<file path="config.mk">
export PLATFORM = sky130hd
export DESIGN_NAME = ecc_err_inject
export DESIGN_NICKNAME = d
export VERILOG_FILES = /design/src/rtl/ecc_inj_pkg.sv /design/src/rtl/ecc_inj_ctrl.sv /design/src/rtl/ecc_inj_lane.sv /design/src/rtl/ecc_err_inject.sv
export SDC_FILE = /design/constraint.sdc
export NUM_CORES = 1
export LEC_CHECK = 0
export BUFFER_PORTS_ARGS = -buffer_cell sky130_fd_sc_hd__buf_4
export CAP_MARGIN = 40
export CORE_AREA = 2 2 229 231
export CTS_CLUSTER_DIAMETER = 200
export DETAILED_ROUTE_END_ITERATION = 8
export DIE_AREA = 0 0 231 233
export SYNTH_ARGS = -nofsm -noshare
export SYNTH_HDL_FRONTEND = slang
export SYNTH_SLANG_ARGS = --single-unit
</file>
<file path="constraint.sdc">
create_clock -name clk -period 2.05 [get_ports clk]
set_clock_uncertainty 0.15 [all_clocks]
set_input_delay 0.205 -clock clk [delete_from_list [all_inputs] [get_ports clk]]
set_output_delay 0.205 -clock clk [all_outputs]
set_load 0.01 [all_outputs]
</file>
<file path="src/rtl/ecc_inj_pkg.sv">
package ecc_inj_pkg;

    // Kind of corruption requested for one quadword
    typedef enum logic [1:0] {
        INJ_NONE   = 2'd0,
        INJ_SINGLE = 2'd1,
        INJ_DOUBLE = 2'd2
    } inj_kind_e;

endpackage

</file>
<file path="src/rtl/ecc_inj_ctrl.sv">
// Decodes the per-lane injection kind from the qualifiers of a beat.
module ecc_inj_ctrl
    import ecc_inj_pkg::*;
#(
    parameter int LANES = 4
) (
    input  logic                   beat_valid,
    input  logic                   mem_space,
    input  logic [LANES-1:0]       force_mask,
    input  logic                   dbl_sel,
    output inj_kind_e [LANES-1:0]  kind
);

    logic qualify;

    always_comb begin
        qualify = beat_valid && mem_space;
    end

    for (genvar g = 0; g < LANES; g++) begin : g_lane_dec
        always_comb begin
            if (!qualify || !force_mask[g]) begin
                kind[g] = INJ_NONE;
            end else if (dbl_sel) begin
                kind[g] = INJ_DOUBLE;
            end else begin
                kind[g] = INJ_SINGLE;
            end
        end
    end

endmodule

</file>
<file path="src/rtl/ecc_inj_lane.sv">
// One quadword lane: registers the data and the (possibly damaged) check field.
module ecc_inj_lane
    import ecc_inj_pkg::*;
#(
    parameter int DATA_W = 64,
    parameter int ECC_W  = 8
) (
    input  logic              clk,
    input  logic              rst_n,
    input  logic              load,
    input  inj_kind_e         kind,
    input  logic [DATA_W-1:0] data_i,
    input  logic [ECC_W-1:0]  ecc_i,
    output logic [DATA_W-1:0] data_o,
    output logic [ECC_W-1:0]  ecc_o
);

    localparam logic [ECC_W-1:0] SBE_PAT = {{(ECC_W-1){1'b0}}, 1'b1};
    localparam logic [ECC_W-1:0] DBE_PAT = {{(ECC_W-2){1'b0}}, 2'b11};

    typedef struct packed {
        logic [DATA_W-1:0] data;
        logic [ECC_W-1:0]  ecc;
    } lane_st_t;

    lane_st_t         st_d, st_q;
    logic [ECC_W-1:0] flip_d;

    always_comb begin
        st_d = st_q;
        unique case (kind)
            INJ_SINGLE: flip_d = SBE_PAT;
            INJ_DOUBLE: flip_d = DBE_PAT;
            default:    flip_d = '0;
        endcase
        if (load) begin
            st_d.data = data_i;
            st_d.ecc  = ecc_i ^ flip_d;
        end
    end

    always_ff @(posedge clk or negedge rst_n) begin
        if (!rst_n) begin
            st_q <= '0;
        end else begin
            st_q <= st_d;
        end
    end

    assign data_o = st_q.data;
    assign ecc_o  = st_q.ecc;

    // an unforced lane keeps its check field intact
    assert_clean_lane_R3: assert property (@(posedge clk) disable iff (!rst_n)
        (load && kind == INJ_NONE) |=> (ecc_o == $past(ecc_i)));

    // single-bit kind changes exactly bit 0
    assert_single_flip_R4: assert property (@(posedge clk) disable iff (!rst_n)
        (load && kind == INJ_SINGLE) |=>
            ($countones(ecc_o ^ $past(ecc_i)) == 1 && ecc_o[0] != $past(ecc_i[0])));

    // double-bit kind changes exactly bits 0 and 1
    assert_double_flip_R5: assert property (@(posedge clk) disable iff (!rst_n)
        (load && kind == INJ_DOUBLE) |=>
            ($countones(ecc_o ^ $past(ecc_i)) == 2 && ecc_o[1:0] == ~$past(ecc_i[1:0])));

endmodule

</file>
<file path="src/rtl/ecc_err_inject.sv">
// Top: four-lane check-bit fault injector, one registered stage.
module ecc_err_inject
    import ecc_inj_pkg::*;
#(
    parameter int LANES  = 4,
    parameter int DATA_W = 64,
    parameter int ECC_W  = 8
) (
    input  logic                      clk,
    input  logic                      rst_n,
    input  logic                      in_valid,
    input  logic                      in_mem_space,
    input  logic [LANES-1:0]          in_force_mask,
    input  logic                      in_dbl_sel,
    input  logic [LANES*DATA_W-1:0]   in_data,
    input  logic [LANES*ECC_W-1:0]    in_ecc,
    output logic                      out_valid,
    output logic [LANES*DATA_W-1:0]   out_data,
    output logic [LANES*ECC_W-1:0]    out_ecc
);

    localparam int BUS_W = LANES * DATA_W;
    localparam int CHK_W = LANES * ECC_W;

    inj_kind_e [LANES-1:0] kind;
    logic                  valid_d, valid_q;

    ecc_inj_ctrl #(.LANES(LANES)) u_ctrl (
        .beat_valid (in_valid),
        .mem_space  (in_mem_space),
        .force_mask (in_force_mask),
        .dbl_sel    (in_dbl_sel),
        .kind       (kind)
    );

    for (genvar g = 0; g < LANES; g++) begin : g_lane
        ecc_inj_lane #(.DATA_W(DATA_W), .ECC_W(ECC_W)) u_lane (
            .clk    (clk),
            .rst_n  (rst_n),
            .load   (in_valid),
            .kind   (kind[g]),
            .data_i (in_data[g*DATA_W +: DATA_W]),
            .ecc_i  (in_ecc[g*ECC_W +: ECC_W]),
            .data_o (out_data[g*DATA_W +: DATA_W]),
            .ecc_o  (out_ecc[g*ECC_W +: ECC_W])
        );
    end

    always_comb begin
        valid_d = in_valid;
    end

    always_ff @(posedge clk or negedge rst_n) begin
        if (!rst_n) begin
            valid_q <= 1'b0;
        end else begin
            valid_q <= valid_d;
        end
    end

    assign out_valid = valid_q;

    // one-cycle latency, data untouched
    assert_latency_R2: assert property (@(posedge clk) disable iff (!rst_n)
        in_valid |=> (out_valid && out_data == $past(in_data)));

    // non-memory-space beats never carry injected errors
    assert_io_clean_R6: assert property (@(posedge clk) disable iff (!rst_n)
        (in_valid && !in_mem_space) |=> (out_ecc == $past(in_ecc)));

    // idle cycles drop valid and hold the output registers
    assert_idle_hold_R9: assert property (@(posedge clk) disable iff (!rst_n)
        !in_valid |=> (!out_valid && $stable(out_data) && $stable(out_ecc)));

    initial begin
        assert_widths_R8: assert (BUS_W == LANES * DATA_W && CHK_W == LANES * ECC_W && ECC_W >= 2);
    end

endmodule

</file>
==> results of run 1 <==
[worst reg2reg max path, stage by stage (launching register included)]
cell	delay (ns)
dfrtp_1	0.43
mux2_4	0.28
dlygate4sd3_1	0.56
[routing by layer]
metal  track usage  vias up  share of wire
li1              -     4077              -
met2         0.251      400           0.52
met1         0.155     4474           0.38
met4        0.0415        0          0.024
met3        0.0326       63          0.073
met5             0        -              0
[final cells by class]
| cell class | count | area [µm²] |
|---|---|---|
| Tap cell | 680 | 851 |
| Fill cell | 4569 | 29900 |
| Clock inverter | 7 | 91.3 |
| Sequential cell | 289 | 7230 |
| Clock buffer | 49 | 913 |
| Multi-Input combinational cell | 312 | 4170 |
| Timing Repair Buffer | 931 | 7900 |
[through the flow]
step                worst slack, ns  hold WS [ns]  std cells  total power [W]
finish                        0.511         0.117       2268           0.0158
global placement              0.483       -0.0424       1898          0.00972
global route                  0.467        0.0922       2268           0.0165
CTS                           0.454        0.0845       2268           0.0160
floorplan                     0.852        -0.241        635          0.00799
detailed placement            0.451       -0.0405       1898          0.00976
[sequential cells by signal, summed over array words and instances (netlist names)]
register              cells
out_valid                 1
g_lane.u_lane.data_o    256
g_lane.u_lane.ecc_o      32
[cell families after synthesis]
kind of cell              Yosys count  share of synthesized area
AOI/OAI and AO/OA                   8                    0.00341
and+or+nand+nor                    16                    0.00554
muxes                             280                      0.340
DFF                               289                      0.616
xor gates and xnor gates            8                    0.00597
buffers and inverters              34                     0.0289
[cells in the mapped netlist]
cell,instances,area share
nor2_1,8,0.0026
a21oi_1,8,0.0034
nand3_1,4,0.0017
mux2_4,224,0.29
buf_2,7,0.0030
xor2_1,8,0.0060
buf_6,27,0.026
nand2_1,4,0.0013
dfrtp_1,289,0.62
mux2_2,56,0.054
[worst paths after layout]
check	cells after the start	slack, ns	end	start
max in group asynchronous	3	1.16	g_lane[3].u_lane.data_o[27]	rst_n
min	3	0.12	out_valid	in_valid
max reg2reg	2	0.51	g_lane[0].u_lane.ecc_o[4]	g_lane[0].u_lane.ecc_o[4]
max	1	0.51	out_ecc[4]	g_lane[0].u_lane.ecc_o[4]
min in group asynchronous	3	0.15	g_lane[3].u_lane.data_o[1]	rst_n
min reg2reg	1	0.36	g_lane[2].u_lane.data_o[11]	g_lane[2].u_lane.data_o[11]
[power breakdown]
group	leakage [nW]	internal [W]	switching [W]
registers	3.37	0.00628	0.000371
logic	6.45	0.00229	0.00128
clock network	0.490	0.00328	0.00230
total	10.3	0.0119	0.00395
[repair_timing]
item,CTS,global route
hold endpoints to repair,577,0
hold buffers,314,0
setup endpoints to repair,0,0
==> impl_results.md, run 1 <==
- Max_slew headroom: 0.718
- Number of post-CTS setup repair buffers: 0
- Worst Path Arrival: 1.18 ns
- Post-Syn Nets: 932
- Synth Register Bits: 289
- Final WL: 38500 µm
- Seq/Total Area, Yosys: 0.616
- WS Path Type: reg2out
- PwrDens: 747 nW/µm²
- Setup violators final: 0
- Detail Placement HPWL: 25200 µm
- Most common cell after layout, fill and taps aside: buf_4
- I/O pin cnt: 586
- Starting Density: 0.230
- Pins Over Slew Limit: 0
- CTS tree: built
- Worst-Skew Late Latency: 0.56 ns
- Largest delay contributor family on the critical path: flip-flops
- Root buf cell: clkbuf_16
- Die area: 53800 µm²
- 1st-iter DRT viols: 251
- CTS Sinks: 289
- Post-DRT Antenna Nets: 0
- Final period util: 0.751
- Synth Cell Area: 11700 µm²
- H-Tree Depth: 1
- Port bufs: 585
- Vias per cell: 3.97
- CTS Buf Count: 31
- Static Leak: 10.3 nW
- Vias in the first global route: 10200
- Largest net degree at the start of global routing: 72
- Netlist cell types: 10
- CP Capture Type: output port
- CTS clock-pin slew for the worst setup and hold paths: 0.06 ns
- Global-route wire length before repair: 58300 µm
- Max clock buf depth: 3
- Max IR drop VDD: 0.544 mV
- Total gr overflow: 0
- Vias: 9014
- Area Growth Syn to Fin: 80.2%
- Row count: 83
- Maximum fanout along the worst path: 2
- RePlAce Congestion: 0.785
- Die H: 233 µm
- DR DRC count: 0
- Mapped Avg Cell Area: 18.5 µm²
- DR pass1 iterations: 4
- Wire length per cell: 17.0 µm
- Fmax: 650 MHz
- CP max stage delay: 0.43 ns
- Outcome: completed
- CP Launch Type: register
- Worst path slowest cell: dfrtp_1
- Final Cell Area: 21200 µm²
- Syn. warnings: 0
- Most frequent cells in the layout: buf_4 (607), dlygate4sd3_1 (313), dfrtp_1 (289), mux2_4 (224), mux2_2 (56)
- Crit path cell chain: buf_4
- GRT Total Usage: 0.136
- Placed cell areas: 17000 µm²
- Core area: 51100 µm²
- Hold Vio Cnt, Final: 0
- Final nets: 1862
- Worst-margin pin slew: 0.423 ns
- Die Wd: 231 µm
- # resized after CTS: 0
- Worst EP required: 1.69 ns
- Fin Setup TNS: 0 ns
- Hold crit path type: in2reg
- Antenna cell count: 0
- Initial antenna violation count: 0
- Cells after Synth: 635
- Post-layout minimum cycle time: 1.54 ns
- Unrepaired setup endpoints after global routing: no
- Layout cells sized above 1: 0.594
- Buf+Inv Stages, Crit Path: 1
- Max-cap violations: 0
- Finished Core Util: 0.414
Power figures use the tool's default switching activity.
==> run 2: changes to the inputs <==
- CORE_AREA: 2 2 229 231 -> 2 2 228 230
- DIE_AREA: 0 0 231 233 -> 0 0 230 232
- clock period: 2.05 -> 1.4 ns (I/O delays scaled with it)
==> impl_results.md, run 2 (synthesis gave the netlist of run 1 again) <==
- Outcome: finished, violations left
- Violated checks: setup timing
- Starting Density: 0.231
- CP max stage delay: 0.45 ns
- Max IR drop VDD: 0.677 mV
- Largest net degree at the start of global routing: 41
- Pins Over Slew Limit: 0
- Unrepaired setup endpoints after global routing: yes
- Row count: 83
- Die H: 232 µm
- Placed cell areas: 17200 µm²
- Final period util: 1.00
- CTS Sinks: 289
- Register Area: 7230 µm²
- DR DRC count: 0
- Worst EP required: 1.11 ns
- Buf+Inv Stages, Crit Path: 1
- Detail Placement HPWL: 25100 µm
- I/O pin cnt: 586
- Finished Core Util: 0.433
- Worst Path Arrival: 1.11 ns
- Worst path slowest cell: dfrtp_2
- H-Tree Depth: 2
- RePlAce Congestion: 0.813
- Core area: 50900 µm²
- CTS clock-pin slew for the worst setup and hold paths: 0.06 ns
- Fmax: 712 MHz
- Root buf cell: clkbuf_16
- Port bufs: 585
- GRT Total Usage: 0.138
- Setup crit start: g_lane[3].u_lane.data_o[23]
- CTS Buf Count: 34
- Filler cell count: 4447
- Reg-to-Reg Start: g_lane[0].u_lane.data_o[0]
- Most frequent cells in the layout: buf_4 (583), dlygate4sd3_1 (300), dfrtp_1 (288), mux2_4 (224), buf_6 (75)
- Wire length per cell: 17.0 µm
- Vias: 9149
- Final Cell Area: 22000 µm²
- WS Path Type: reg2out
- Pwr Total: 0.0244 W
- CP Launch Type: register
- Setup Slack @ Placement: 0.0841 ns
- Most common cell after layout, fill and taps aside: buf_4
- Max-cap violations: 0
- Vias per cell: 3.95
- Antenna cell count: 0
- Non-Filler Instances: 2318
- Worst-Skew Late Latency: 0.52 ns
- Initial antenna violation count: 0
- Total gr overflow: 0
- Maximum fanout along the worst path: 2
- PwrDens: 1110 nW/µm²
- CP Capture Type: output port
- Reg2reg setup slack: 0.24 ns
- CTS tree: built
- Post-layout minimum cycle time: 1.40 ns
- Area Growth Syn to Fin: 87.8%
- Vias in the first global route: 10100
- Final nets: 1911
- Multi-input gate area: 4180 µm²
- Worst-margin pin slew: 0.438 ns
- DR pass1 iterations: 4
- Hold crit path type: in2async
- Crit path cell chain: buf_6
- Placed cells: 1912
- Die area: 53400 µm²
- Static Leak: 10.8 nW
- Final WL: 39300 µm
- Max_slew headroom: 0.708
- Largest register FFs: 256
- Hold Vio Cnt, Final: 0
- Max clock buf depth: 3
- Setup violators final: 1
- Largest delay contributor family on the critical path: flip-flops
- 1st-iter DRT viols: 220
- Post-DRT Antenna Nets: 0
- Global-route wire length before repair: 58300 µm
- Slack of the critical path: -0.00401 ns
- Layout cells sized above 1: 0.618
- Die Wd: 230 µm
-- run 2: routing by layer --
layer	global-route usage	vias to the layer above	routed length, µm
met5	0	-	0
met4	0.0502	0	1270
met2	0.248	407	20300
met1	0.154	4479	14800
met3	0.0433	84	2940
li1	-	4179	-
-- run 2: worst reg2reg max path: cells and delay by family, from the launching register on --
| kind | cells | cell delay (ns) |
|---|---|---|
| multiplexers | 1 | 0.25 |
| flip-flops | 1 | 0.39 |
| buffers and inverters | 2 | 0.26 |
-- run 2: metrics by stage --
| stage | hold WS (ns) | TNS (ns) |
|---|---|---|
| 2_1_floorplan | -0.306 | 0 |
| 3_3_place_gp | -0.0643 | 0 |
| 3_5_place_dp | -0.0607 | 0 |
| 4_1_cts | -0.0242 | -0.198 |
| 5_1_grt | 0.0100 | -0.339 |
| 6_report | 0.0131 | -0.00401 |
-- run 2: repair_timing --
action,in CTS,in global routing
gates cloned,0,2
endpoints found under the hold margin,578,2
setup endpoints to repair,33,107
setup buffers,14,30
hold buffers,298,3
resized for setup,25,56
-- run 2: power breakdown --
| group | internal, W | leakage (nW) | total, W | switching [W] |
|---|---|---|---|---|
| clock network | 0.00561 | 0.576 | 0.00906 | 0.00345 |
| logic | 0.00364 | 6.83 | 0.00559 | 0.00195 |
| registers | 0.00920 | 3.37 | 0.00978 | 0.000575 |
-- run 2: final cells by class --
class | instances | area share
clock buffer | 56 | 0.0507
clock inverter | 4 | 0.00204
multi-input combinational | 312 | 0.189
sequential | 289 | 0.328
tap | 680 | 0.0386
timing repair buffer | 977 | 0.391
-- run 2: path summary, 6_finish.rpt --
kind / to / cells after the start
setup reg to reg: g_lane[0].u_lane.data_o[0] / 3
hold reg to reg: g_lane[3].u_lane.ecc_o[6] / 1
min in group clk: g_lane[0].u_lane.data_o[15] / 3
hold / removal: g_lane[0].u_lane.data_o[13] / 2
setup / recovery: out_data[215] / 1
max in group asynchronous: g_lane[1].u_lane.data_o[11] / 3
